### src/rtl/spiRomPkg.sv
package spiRomPkg;

  typedef enum logic [2:0] {
    PH_OPCODE,
    PH_ADDR,
    PH_DUMMY,
    PH_DATA,
    PH_IDENT,
    PH_STANDBY
  } phase_e;

  typedef struct packed {
    logic clear;      // chip select released
    logic sampleBit;  // rising edge in an input phase
    logic addrBit;    // rising edge in the address phase
    logic driveBit;   // falling edge in an output phase
    logic idSel;      // output comes from identification bytes
  } strobe_t;

  localparam logic [7:0] OP_READ  = 8'h03;
  localparam logic [7:0] OP_FAST  = 8'h0B;
  localparam logic [7:0] OP_IDENT = 8'h9F;

endpackage

### src/rtl/spiRomCtrl.sv
module spiRomCtrl
  import spiRomPkg::*;
#(
  parameter int SYNC_STAGES = 2
) (
  input  logic       clk,
  input  logic       rstN,
  input  logic       csN,
  input  logic       sclk,
  input  logic       serialIn,
  input  logic [7:0] rxByte,
  output strobe_t    strobe,
  output logic       siS
);

  localparam int LAST = SYNC_STAGES - 1;

  logic [LAST:0] csSync, sclkSync, siSync;
  logic          sclkPrev;
  logic          csS, sclkS, sclkRise, sclkFall;
  phase_e        phase;
  logic [2:0]    bitCnt;
  logic [1:0]    byteCnt;
  logic          fastMode;
  logic [7:0]    fullByte;

  generate
    if (SYNC_STAGES > 1) begin : g_multi
      always_ff @(posedge clk or negedge rstN) begin
        if (!rstN) begin
          csSync   <= '1;
          sclkSync <= '0;
          siSync   <= '0;
        end else begin
          csSync   <= {csSync[LAST-1:0], csN};
          sclkSync <= {sclkSync[LAST-1:0], sclk};
          siSync   <= {siSync[LAST-1:0], serialIn};
        end
      end
    end else begin : g_single
      always_ff @(posedge clk or negedge rstN) begin
        if (!rstN) begin
          csSync   <= '1;
          sclkSync <= '0;
          siSync   <= '0;
        end else begin
          csSync   <= csN;
          sclkSync <= sclk;
          siSync   <= serialIn;
        end
      end
    end
  endgenerate

  assign csS   = csSync[LAST];
  assign sclkS = sclkSync[LAST];
  assign siS   = siSync[LAST];

  always_ff @(posedge clk or negedge rstN) begin
    if (!rstN) sclkPrev <= 1'b0;
    else       sclkPrev <= sclkS;
  end

  assign sclkRise = sclkS & ~sclkPrev;
  assign sclkFall = ~sclkS & sclkPrev;
  assign fullByte = {rxByte[6:0], siS};

  always_comb begin
    strobe.clear     = csS;
    strobe.sampleBit = !csS && sclkRise &&
                       (phase == PH_OPCODE || phase == PH_ADDR || phase == PH_DUMMY);
    strobe.addrBit   = !csS && sclkRise && (phase == PH_ADDR);
    strobe.driveBit  = !csS && sclkFall && (phase == PH_DATA || phase == PH_IDENT);
    strobe.idSel     = (phase == PH_IDENT);
  end

  always_ff @(posedge clk or negedge rstN) begin
    if (!rstN) begin
      phase    <= PH_OPCODE;
      bitCnt   <= '0;
      byteCnt  <= '0;
      fastMode <= 1'b0;
    end else if (csS) begin
      phase    <= PH_OPCODE;
      bitCnt   <= '0;
      byteCnt  <= '0;
      fastMode <= 1'b0;
    end else if (strobe.sampleBit) begin
      bitCnt <= bitCnt + 3'd1;
      if (bitCnt == 3'd7) begin
        unique case (phase)
          PH_OPCODE: begin
            if (fullByte == OP_READ) begin
              phase    <= PH_ADDR;
              fastMode <= 1'b0;
            end else if (fullByte == OP_FAST) begin
              phase    <= PH_ADDR;
              fastMode <= 1'b1;
            end else if (fullByte == OP_IDENT) begin
              phase <= PH_IDENT;
            end else begin
              phase <= PH_STANDBY;
            end
          end
          PH_ADDR: begin
            if (byteCnt == 2'd2) begin
              byteCnt <= '0;
              phase   <= fastMode ? PH_DUMMY : PH_DATA;
            end else begin
              byteCnt <= byteCnt + 2'd1;
            end
          end
          PH_DUMMY: phase <= PH_DATA;
          default:  phase <= phase;
        endcase
      end
    end
  end

  // a standby entered on a bad opcode holds while selected
  p_standby_hold_r5: assert property (@(posedge clk) disable iff (!rstN)
    (phase == PH_STANDBY && !csS) |=> (phase == PH_STANDBY));

  // release of chip select restarts every counter
  p_release_clears_r6: assert property (@(posedge clk) disable iff (!rstN)
    csS |=> (phase == PH_OPCODE && bitCnt == 3'd0 && byteCnt == 2'd0));

  // input sampling and output driving never share a cycle
  p_edge_exclusive_r7: assert property (@(posedge clk) disable iff (!rstN)
    $onehot0({strobe.sampleBit, strobe.driveBit}));

endmodule

### src/rtl/spiRomData.sv
module spiRomData
  import spiRomPkg::*;
#(
  parameter int         ADDR_W    = 16,
  parameter logic [7:0] MFR_ID    = 8'hC2,
  parameter logic [7:0] TYPE_ID   = 8'h20,
  parameter logic [7:0] CAP_ID    = 8'h10,
  parameter bit         ID_REPEAT = 1'b1
) (
  input  logic       clk,
  input  logic       rstN,
  input  strobe_t    strobe,
  input  logic       siS,
  output logic [7:0] rxByte,
  output logic       soData,
  output logic       soOe
);

  localparam logic [ADDR_W-1:0] ADDR_MAX = '1;

  logic [23:0]       addrReg;
  logic [2:0]        oBit;
  logic [1:0]        idIdx;
  logic [23:0]       romAddr;
  logic [7:0]        romByte, idByte, curByte;
  logic [1:0]        idNext;

  assign romAddr = 24'(addrReg[ADDR_W-1:0]);
  assign romByte = romAddr[7:0] ^ romAddr[15:8] ^ 8'hA5;

  always_comb begin
    unique case (idIdx)
      2'd0:    idByte = MFR_ID;
      2'd1:    idByte = TYPE_ID;
      2'd2:    idByte = CAP_ID;
      default: idByte = 8'h00;
    endcase
    if (idIdx == 2'd2)      idNext = ID_REPEAT ? 2'd0 : 2'd3;
    else if (idIdx == 2'd3) idNext = 2'd3;
    else                    idNext = idIdx + 2'd1;
  end

  assign curByte = strobe.idSel ? idByte : romByte;

  always_ff @(posedge clk or negedge rstN) begin
    if (!rstN) begin
      rxByte  <= '0;
      addrReg <= '0;
      oBit    <= '0;
      idIdx   <= '0;
      soData  <= 1'b0;
      soOe    <= 1'b0;
    end else if (strobe.clear) begin
      rxByte <= '0;
      oBit   <= '0;
      idIdx  <= '0;
      soOe   <= 1'b0;
    end else begin
      if (strobe.sampleBit) rxByte  <= {rxByte[6:0], siS};
      if (strobe.addrBit)   addrReg <= {addrReg[22:0], siS};
      if (strobe.driveBit) begin
        soData <= curByte[3'd7 - oBit];
        soOe   <= 1'b1;
        oBit   <= oBit + 3'd1;
        if (oBit == 3'd7) begin
          if (strobe.idSel) idIdx <= idNext;
          else addrReg[ADDR_W-1:0] <= addrReg[ADDR_W-1:0] + 1'b1;
        end
      end
    end
  end

  // release of chip select turns the output off
  p_release_hiz_r6: assert property (@(posedge clk) disable iff (!rstN)
    strobe.clear |=> !soOe);

  // the output bit only moves on a falling-edge strobe
  p_so_hold_r7: assert property (@(posedge clk) disable iff (!rstN)
    !strobe.driveBit |=> $stable(soData));

  // the last address wraps to zero after its byte
  p_addr_wrap_r8: assert property (@(posedge clk) disable iff (!rstN)
    (strobe.driveBit && !strobe.idSel && oBit == 3'd7 &&
     addrReg[ADDR_W-1:0] == ADDR_MAX) |=> (addrReg[ADDR_W-1:0] == '0));

  // identification index stays in its four legal values and wraps per parameter
  p_id_cycle_r4: assert property (@(posedge clk) disable iff (!rstN)
    (strobe.driveBit && strobe.idSel && oBit == 3'd7 && idIdx == 2'd2)
      |=> (idIdx == (ID_REPEAT ? 2'd0 : 2'd3)));

endmodule

### src/rtl/spiRom.sv
module spiRom
  import spiRomPkg::*;
#(
  parameter int         ADDR_W      = 16,
  parameter int         SYNC_STAGES = 2,
  parameter logic [7:0] MFR_ID      = 8'hC2,
  parameter logic [7:0] TYPE_ID     = 8'h20,
  parameter logic [7:0] CAP_ID      = 8'h10,
  parameter bit         ID_REPEAT   = 1'b1
) (
  input  logic clk,
  input  logic rstN,
  input  logic csN,
  input  logic sclk,
  input  logic serialIn,
  output logic soData,
  output logic soOe
);

  strobe_t    strobe;
  logic       siS;
  logic [7:0] rxByte;

  spiRomCtrl #(
    .SYNC_STAGES(SYNC_STAGES)
  ) uCtrl (
    .clk      (clk),
    .rstN     (rstN),
    .csN      (csN),
    .sclk     (sclk),
    .serialIn (serialIn),
    .rxByte   (rxByte),
    .strobe   (strobe),
    .siS      (siS)
  );

  spiRomData #(
    .ADDR_W    (ADDR_W),
    .MFR_ID    (MFR_ID),
    .TYPE_ID   (TYPE_ID),
    .CAP_ID    (CAP_ID),
    .ID_REPEAT (ID_REPEAT)
  ) uData (
    .clk    (clk),
    .rstN   (rstN),
    .strobe (strobe),
    .siS    (siS),
    .rxByte (rxByte),
    .soData (soData),
    .soOe   (soOe)
  );

endmodule

### config.mk
export PLATFORM = sky130hd
export DESIGN_NAME = spiRom
export DESIGN_NICKNAME = d
export VERILOG_FILES = /design/src/rtl/spiRomPkg.sv /design/src/rtl/spiRomCtrl.sv /design/src/rtl/spiRomData.sv /design/src/rtl/spiRom.sv
export SDC_FILE = /design/constraint.sdc
export NUM_CORES = 1
export LEC_CHECK = 0
export ABC_AREA = 1
export CORE_ASPECT_RATIO = 2
export CORE_MARGIN = 5
export CORE_UTILIZATION = 50
export CTS_CLUSTER_SIZE = 30
export DETAILED_ROUTE_END_ITERATION = 8
export GPL_ROUTABILITY_DRIVEN = 0
export GPL_TIMING_DRIVEN = 0
export PLACE_DENSITY = 0.63
export SYNTH_ARGS = -nofsm -noshare
export SYNTH_HDL_FRONTEND = slang
export SYNTH_HIERARCHICAL = 1
export SYNTH_SLANG_ARGS = --single-unit
### constraint.sdc
create_clock -name clk -period 3.8 [get_ports clk]
set_clock_uncertainty 0.15 [all_clocks]
set_input_delay 0.76 -clock clk [delete_from_list [all_inputs] [get_ports clk]]
set_output_delay 0.76 -clock clk [all_outputs]
set_load 0.01 [all_outputs]
After elaboration in Yosys (flattened, before gate mapping):

Cells that the tools add are included.

* bitwise operators: 7
* add/subtract/negate cells: 6
* equal/unequal tests: 14
* mux-type cells: 42
* magnitude comparators: 1
* reduce and logical (&&, ||, !) cells: 25

Operator list (number)
* 2-to-1 mux 16 bit: 4
* 2-to-1 mux 3 bit: 10
* case mux 8 bit (3 select lines): 1
* 2-to-1 mux 2 bit: 11
* adder 16 x 1 -> 16 bit, second input constant: 1
* 2-to-1 mux 7 bit: 2
* nonzero test 2 bit: 7
* 2-to-1 mux 1 bit: 11
* equality test 3 bit, second input constant: 3
* case mux 3 bit (3 select lines): 1
* equality test 8 x 2 -> 1 bit, second input constant: 1
* equality test 8 x 4 -> 1 bit, second input constant: 1
* equality test 8 bit, second input constant: 1
* 2-to-1 mux 8 bit: 1
* AND reduction 4 bit: 2
* bitwise XOR 8 bit: 1
* adder 3 x 1 -> 3 bit, second input constant: 2
* equality test 2 bit, second input constant: 3
* equality test 3 x 2 -> 1 bit, second input constant: 2
* AND reduction 3 bit: 2
* logical AND 1 bit: 5
* adder 2 x 1 -> 2 bit, second input constant: 2
* < comparator 3 x 4 -> 1 bit, second input constant: 1
* inverter 4 bit: 1
* other kinds (14): 19

* logic and storage cells: 109
* register bits after elaboration: 46
* input port bits: 5
* output and inout port bits: 2

Depth between registers and ports, before layout:

Gate-level depths: netlist (run 1).

* depth after elaboration: 8
* mapped depth: 11

Cells and area by module:

The synthesis (run 1) kept the hierarchy.

Modules (own cells, without submodules)
* spiRomData: area an instance 2288.4 sq um, cells an instance 331, seq. area each 775.7 sq um, instances 1
* spiRomCtrl: area an instance 859.6 sq um, cells an instance 102, seq. area each 402.9 sq um, instances 1

Worst setup path after synthesis (run 1):

No wires, ideal clock.

* path kind: register to register
* start: register uCtrl.phase[0]
* end: register uData.addrReg[0]
* stages on the path, launching flop included: 11
* setup slack: 1.863 ns
* data required time: 3.563 ns
* clock period less this slack: 1.937 ns
* data arrival time: 1.700 ns
* cell sequence: dfrtp_1 > nand2_2 > nand2_4 > o21ai_0 > nor4_1 > inv_2 > nor2_4 > inv_2 > a21oi_2 > o21ai_1 > a22oi_1

RTL lines
* start, declared: line spiRomCtrl.sv:21 `phase_e phase;`
* start signal, assigned: line spiRomCtrl.sv:108 `phase <= fastMode ? PH_DUMMY : PH_DATA;`
* start signal, assigned: line spiRomCtrl.sv:114 `default: phase <= phase;`
* end signal, assigned: line spiRomData.sv:60 `if (strobe.addrBit) addrReg <= {addrReg[22:0], siS};`
* end signal, assigned by index: line spiRomData.sv:67 `else addrReg[ADDR_W-1:0] <= addrReg[ADDR_W-1:0] + 1'b1;`
* end, declared: line spiRomData.sv:21 `logic [23:0] addrReg;`

==> flow_metrics.tcl, run 1 <==
set metrics [dict create \
    endpoint_kind "flip-flop" \
    cts_buffers 5 \
    detail-route-antenna-nets 0 \
    start_util_pct 51.40 \
    wl_per_cell_microns 15.04 \
    sw_frac_of_total_pct 22.11 \
    relSlewSlack_pct 57.68 \
    critPathMaxFanout 10 \
    place_inst 521 \
    post-cts-setup-buffers 0 \
    rsz0062_at_grt "no" \
    p_clk_share_pct 45.7 \
    grt_overflow 0 \
    tns_ns 0 \
    synthesis.area_sq_um 3113 \
    slew_violations 0 \
    first_pass_iters 4 \
    p_switching_uw 239.6 \
    hpwl_mm 6.268 \
    grtUsageTotal_pct 21.99 \
    ys_warn_count 6 \
    diodes 0 \
    nNetsFinal 457 \
    hold_class "reg2reg" \
    crit_path_start_kind "flip-flop" \
    status "finished, final reports clean" \
    portBuffers 6 \
    die_w_microns 65.80 \
    drive_above_1_share_pct 13.48 \
    cts-htree-levels 2 \
    drt_wl_total_mm 7.956 \
    finalNonFillerCells 529 \
    cts_resized 0 \
    power_density_nw_per_um2 312.9 \
    p_comb_share_pct 6.3 \
    p_int_uw 844.0 \
    fin_crit_ns 2.411 \
    dpl_cell_area_sq_um 3301 \
    crit_type "reg2reg" \
    drt_iter0_drc 153 \
    cap_violations 0 \
    syn_area_per_cell_sq_um 7.240 \
    p_leak_nw 1.600 \
    crit_required_ns 3.86 \
    synth_nets 443 \
    power.total_mw 1.084 \
    critPathArrivalTime_ns 2.47 \
    core_area_sq_um 6056 \
    avgViaCountPerCell 5.363 \
    ir_worst_vdd_mv 0.3027 \
    fin_crit_sh_pct 63.46 \
    clk_latency_ns 0.29 \
    hold_buffers 0 \
    grt_pass1_vias 2826 \
    dieArea_sq_um 8000 \
    cts.sinks 46 \
    boundaryPins 7 \
    worstMarginPinSlew_ns 0.6300 \
    cts_tree "done" \
    finalHoldViolations 0 \
    grt_pass1_wl_mm 13.28 \
    clockBufferDepth 2 \
    grt_max_degree 25 \
    cts-root-buf "clkbuf_16" \
    seq_power_share_pct 48.0 \
    drc 0 \
    fmax_mhz 414.7 \
    rows 40 \
    final_cell_area_sq_um 3463 \
    area_growth_pct 11.25 \
    setup_viol 0 \
    grt_antenna_before_repair 0 \
    die_h_microns 121.6 \
    postSynthCellCount 430 \
    clkSlewWorstSetupHoldPaths_ns 0.06 \
    vias 2837 \
]
## routing by layer
| layer | global-route usage (%) | vias to the layer above | part of all wire [%] |
|---|---|---|---|
| met5 | 0 | - | 0 |
| met4 | 13.38 | 0 | 4.8 |
| met3 | 3.044 | 29 | 2.7 |
| met2 | 40.98 | 59 | 55 |
| met1 | 22.05 | 1314 | 37 |
| li1 | - | 1435 | - |
## cells in the final DEF (no fill, tap or decap), types with 10 or more instances in the layout
cell and instances:
o21ai_0 28, inv_1 47, a22oi_1 10, o21ai_1 20, nor2_1 29, nand2_1 109, a21oi_1 11, inv_2 11
dfrtp_1 44, nand3_1 40
## registers in the layout, indices dropped and copies added, names as in the netlist
| signal | cells |
|---|---|
| uCtrl/siSync | 2 |
| uData/oBit | 3 |
| uCtrl/bitCnt | 3 |
| uData/soData | 1 |
| uCtrl/byteCnt | 2 |
| uData/addrReg | 16 |
| uCtrl/sclkPrev | 1 |
| uCtrl/phase | 3 |
| uData/soOe | 1 |
| uCtrl/sclkSync | 2 |
| uData/rxByte | 7 |
| uCtrl/fastMode | 1 |
| uCtrl/csSync | 2 |
| uData/idIdx | 2 |
## through the flow
step	worst slack (ns)	util, %	hold WS (ns)
2_1_floorplan	1.863	-	0.1812
3_3_place_gp	0.5146	54.13	0.1833
3_5_place_dp	1.417	54.50	0.1847
4_1_cts	1.391	57.19	0.1990
5_1_grt	1.147	57.19	0.2019
6_report	1.389	57.19	0.1968
## final timing paths
kind                                 start           endpoint  cells after the start  slack (ns)
setup / recovery            uCtrl/phase[0]   uData/addrReg[5]                      9        1.39
hold / removal             uCtrl/siSync[0]    uCtrl/siSync[1]                      0        0.20
setup reg to reg            uCtrl/phase[0]   uData/addrReg[5]                      9        1.39
hold reg to reg            uCtrl/siSync[0]    uCtrl/siSync[1]                      0        0.20
max in group asynchronous             rstN  uData/addrReg[10]                      2        2.67
min in group asynchronous             rstN    uData/rxByte[1]                      1        0.31
## power by group through the flow
| stage | clock, mW | combinational (mW) | sequential [mW] |
|---|---|---|---|
| finish | 0.495 | 0.0684 | 0.520 |
| global route | 0.519 | 0.0790 | 0.524 |
| CTS | 0.507 | 0.0703 | 0.521 |
| detailed placement | 0 | 0.0701 | 0.530 |
| global placement | 0 | 0.0647 | 0.529 |
| floorplan | 0 | 0.0410 | 0.525 |
## worst max-delay path, cell delays in order (launching register included)
cell,delay (ns)
dfrtp_1,0.47
nand2_2,0.10
nand2_4,0.10
o21ai_0,0.10
nor4_1,0.43
inv_2,0.15
nor2_4,0.23
buf_2,0.30
o21ai_1,0.10
o21ai_1,0.17
## final cells by class
cell class,count,area (sq um)
fillers,561,2592
multi-input cells,306,1609
flip-flops and latches,46,1154
inverters,60,229.0
clock buffers,7,132.6
plain buffers,18,121.4
well taps,84,105.1
repair buffers,7,82.58
clock inverters,1,30.03
(Power assumes the default switching activity.)
==> run 2, diff against run 1 <==
Clock period 3.8 ns to 2.5 ns, I/O delays scaled along.
==> flow_metrics.tcl, run 2 (synthesis gave the netlist of run 1 again) <==
set metrics [dict create \
    grt_use_met1_pct 22.05 \
    grt_antenna_before_repair 0 \
    clockBufferDepth 2 \
    cts-root-buf "clkbuf_16" \
    hold_class "in2async" \
    top_usage_layer "met2" \
    crit_type "reg2reg" \
    fin_crit_ns 2.265 \
    portBuffers 6 \
    setup_viol 0 \
    final_cell_area_sq_um 3470 \
    diodes 0 \
    grt_pass1_vias 2826 \
    cp_top_family "simple AND/OR/NAND/NOR gates" \
    cp_common_cell "inv_2" \
    relSlewSlack_pct 57.60 \
    endpoint_kind "flip-flop" \
    hpwl_mm 6.268 \
    slowest_stage "nor3_1" \
    ir_worst_vdd_mv 0.4600 \
    wl_per_cell_microns 15.06 \
    p_leak_nw 1.601 \
    cts-htree-levels 2 \
    fin_crit_sh_pct 90.59 \
    worstMarginPinSlew_ns 0.6312 \
    crit_path_start_kind "flip-flop" \
    drt_iter0_drc 175 \
    path_depth 9 \
    first_pass_iters 5 \
    power_density_nw_per_um2 474.5 \
    multi_input_area_sq_um 1615 \
    final_cell_mix "nand2_1, inv_1, dfrtp_1" \
    avgViaCountPerCell 5.335 \
    cp_cell_sequence "nor3_1, inv_2, nand2_4, inv_2, buf_2, o21ai_0, inv_1, nand2_1, nand3_1" \
    core_area_sq_um 6056 \
    clkSlewWorstSetupHoldPaths_ns 0.06 \
    finalNonFillerCells 529 \
    nNetsFinal 457 \
    place_inst 521 \
    die_h_microns 121.6 \
    reg_top3 "uData/addrReg (16), uData/rxByte (7)" \
    cts_tree "done" \
    tns_ns 0 \
    slew_violations 0 \
    cpPeakStageDelay_ns 0.56 \
    critPathMaxFanout 10 \
    drc 0 \
    critPathArrivalTime_ns 2.28 \
    grt_max_degree 25 \
    num-fill-cells 562 \
    clk_latency_ns 0.29 \
    fmax_mhz 441.6 \
    dpl_cell_area_sq_um 3301 \
    rr_worst_depth 9 \
    area_growth_pct 11.46 \
    die_w_microns 65.80 \
    mostFrequentLayoutCell "nand2_1" \
    path_buf_inv 4 \
    drive_above_1_share_pct 13.71 \
    finalHoldViolations 0 \
    seqCellArea_sq_um 1154 \
    status "finished, final reports clean" \
    setup_slack_ns 0.2353 \
    regMostFlops "uData/addrReg" \
    use_met2_pct 40.98 \
    cts.sinks 46 \
    cts_buffers 5 \
    start_util_pct 51.40 \
    vias 2822 \
    dieArea_sq_um 8000 \
    post-place-ws_ns 0.1172 \
    rows 40 \
    grt_pass1_wl_mm 13.28 \
    drt_wl_total_mm 7.965 \
    grt_overflow 0 \
    detail-route-antenna-nets 0 \
    grt.met3_usage_pct 3.044 \
    crit_required_ns 2.52 \
    largest_reg_flops 16 \
    grtUsageTotal_pct 21.99 \
    boundaryPins 7 \
    rsz0062_at_grt "no" \
    cap_violations 0 \
    power.total_mw 1.646 \
]
run 2: changes by cell type in the layout (fill, tap and decap cells not counted):
cell    change
nor4_2      +1
nor4_1      -1
run 2: per-layer routing:
layer	vias up	part of all wire [%]
met2	71	56
met5	-	0
met4	0	3.9
met3	22	3.2
li1	1436	-
met1	1293	37
run 2: power by group:
group / switching [mW] / internal, mW
logic: 0.0648 / 0.0395
registers: 0.0210 / 0.770
clock network: 0.278 / 0.473
run 2: stage by stage:
step / hold slack (ns) / utilization [%]
2_1_floorplan: 0.05441 / -
3_3_place_gp: 0.1833 / 54.13
3_5_place_dp: 0.1847 / 54.50
4_1_cts: 0.07135 / 57.19
5_1_grt: 0.09990 / 57.29
6_report: 0.05467 / 57.29
run 2: worst paths after layout:
kind	start	to	slack (ns)
max in group asynchronous	rstN	uData/addrReg[10]	1.63
setup / recovery	uCtrl/phase[0]	uData/addrReg[12]	0.24
min in group clk	uCtrl/siSync[0]	uCtrl/siSync[1]	0.20
setup reg to reg	uCtrl/phase[0]	uData/addrReg[12]	0.24
hold / removal	rstN	uData/rxByte[1]	0.05
hold reg to reg	uCtrl/siSync[0]	uCtrl/siSync[1]	0.20
run 2: final cells by class:
type	count	share of cell area, %
buffer	18	3.498
clock buffer	7	3.823
clock inverter	1	0.8655
inverter	60	6.599
multi-input combinational	306	46.56
sequential	46	33.25
tap	84	3.029
timing repair buffer	7	2.380
run 2: timing repair:
item / 4_1_cts / 5_1_grt
hold endpoints to repair: 0 / 0
endpoints found under the setup margin: 0 / 5
gates resized for setup: 0 / 1
hold buffers: 0 / 0
setup buffers: 0 / 0
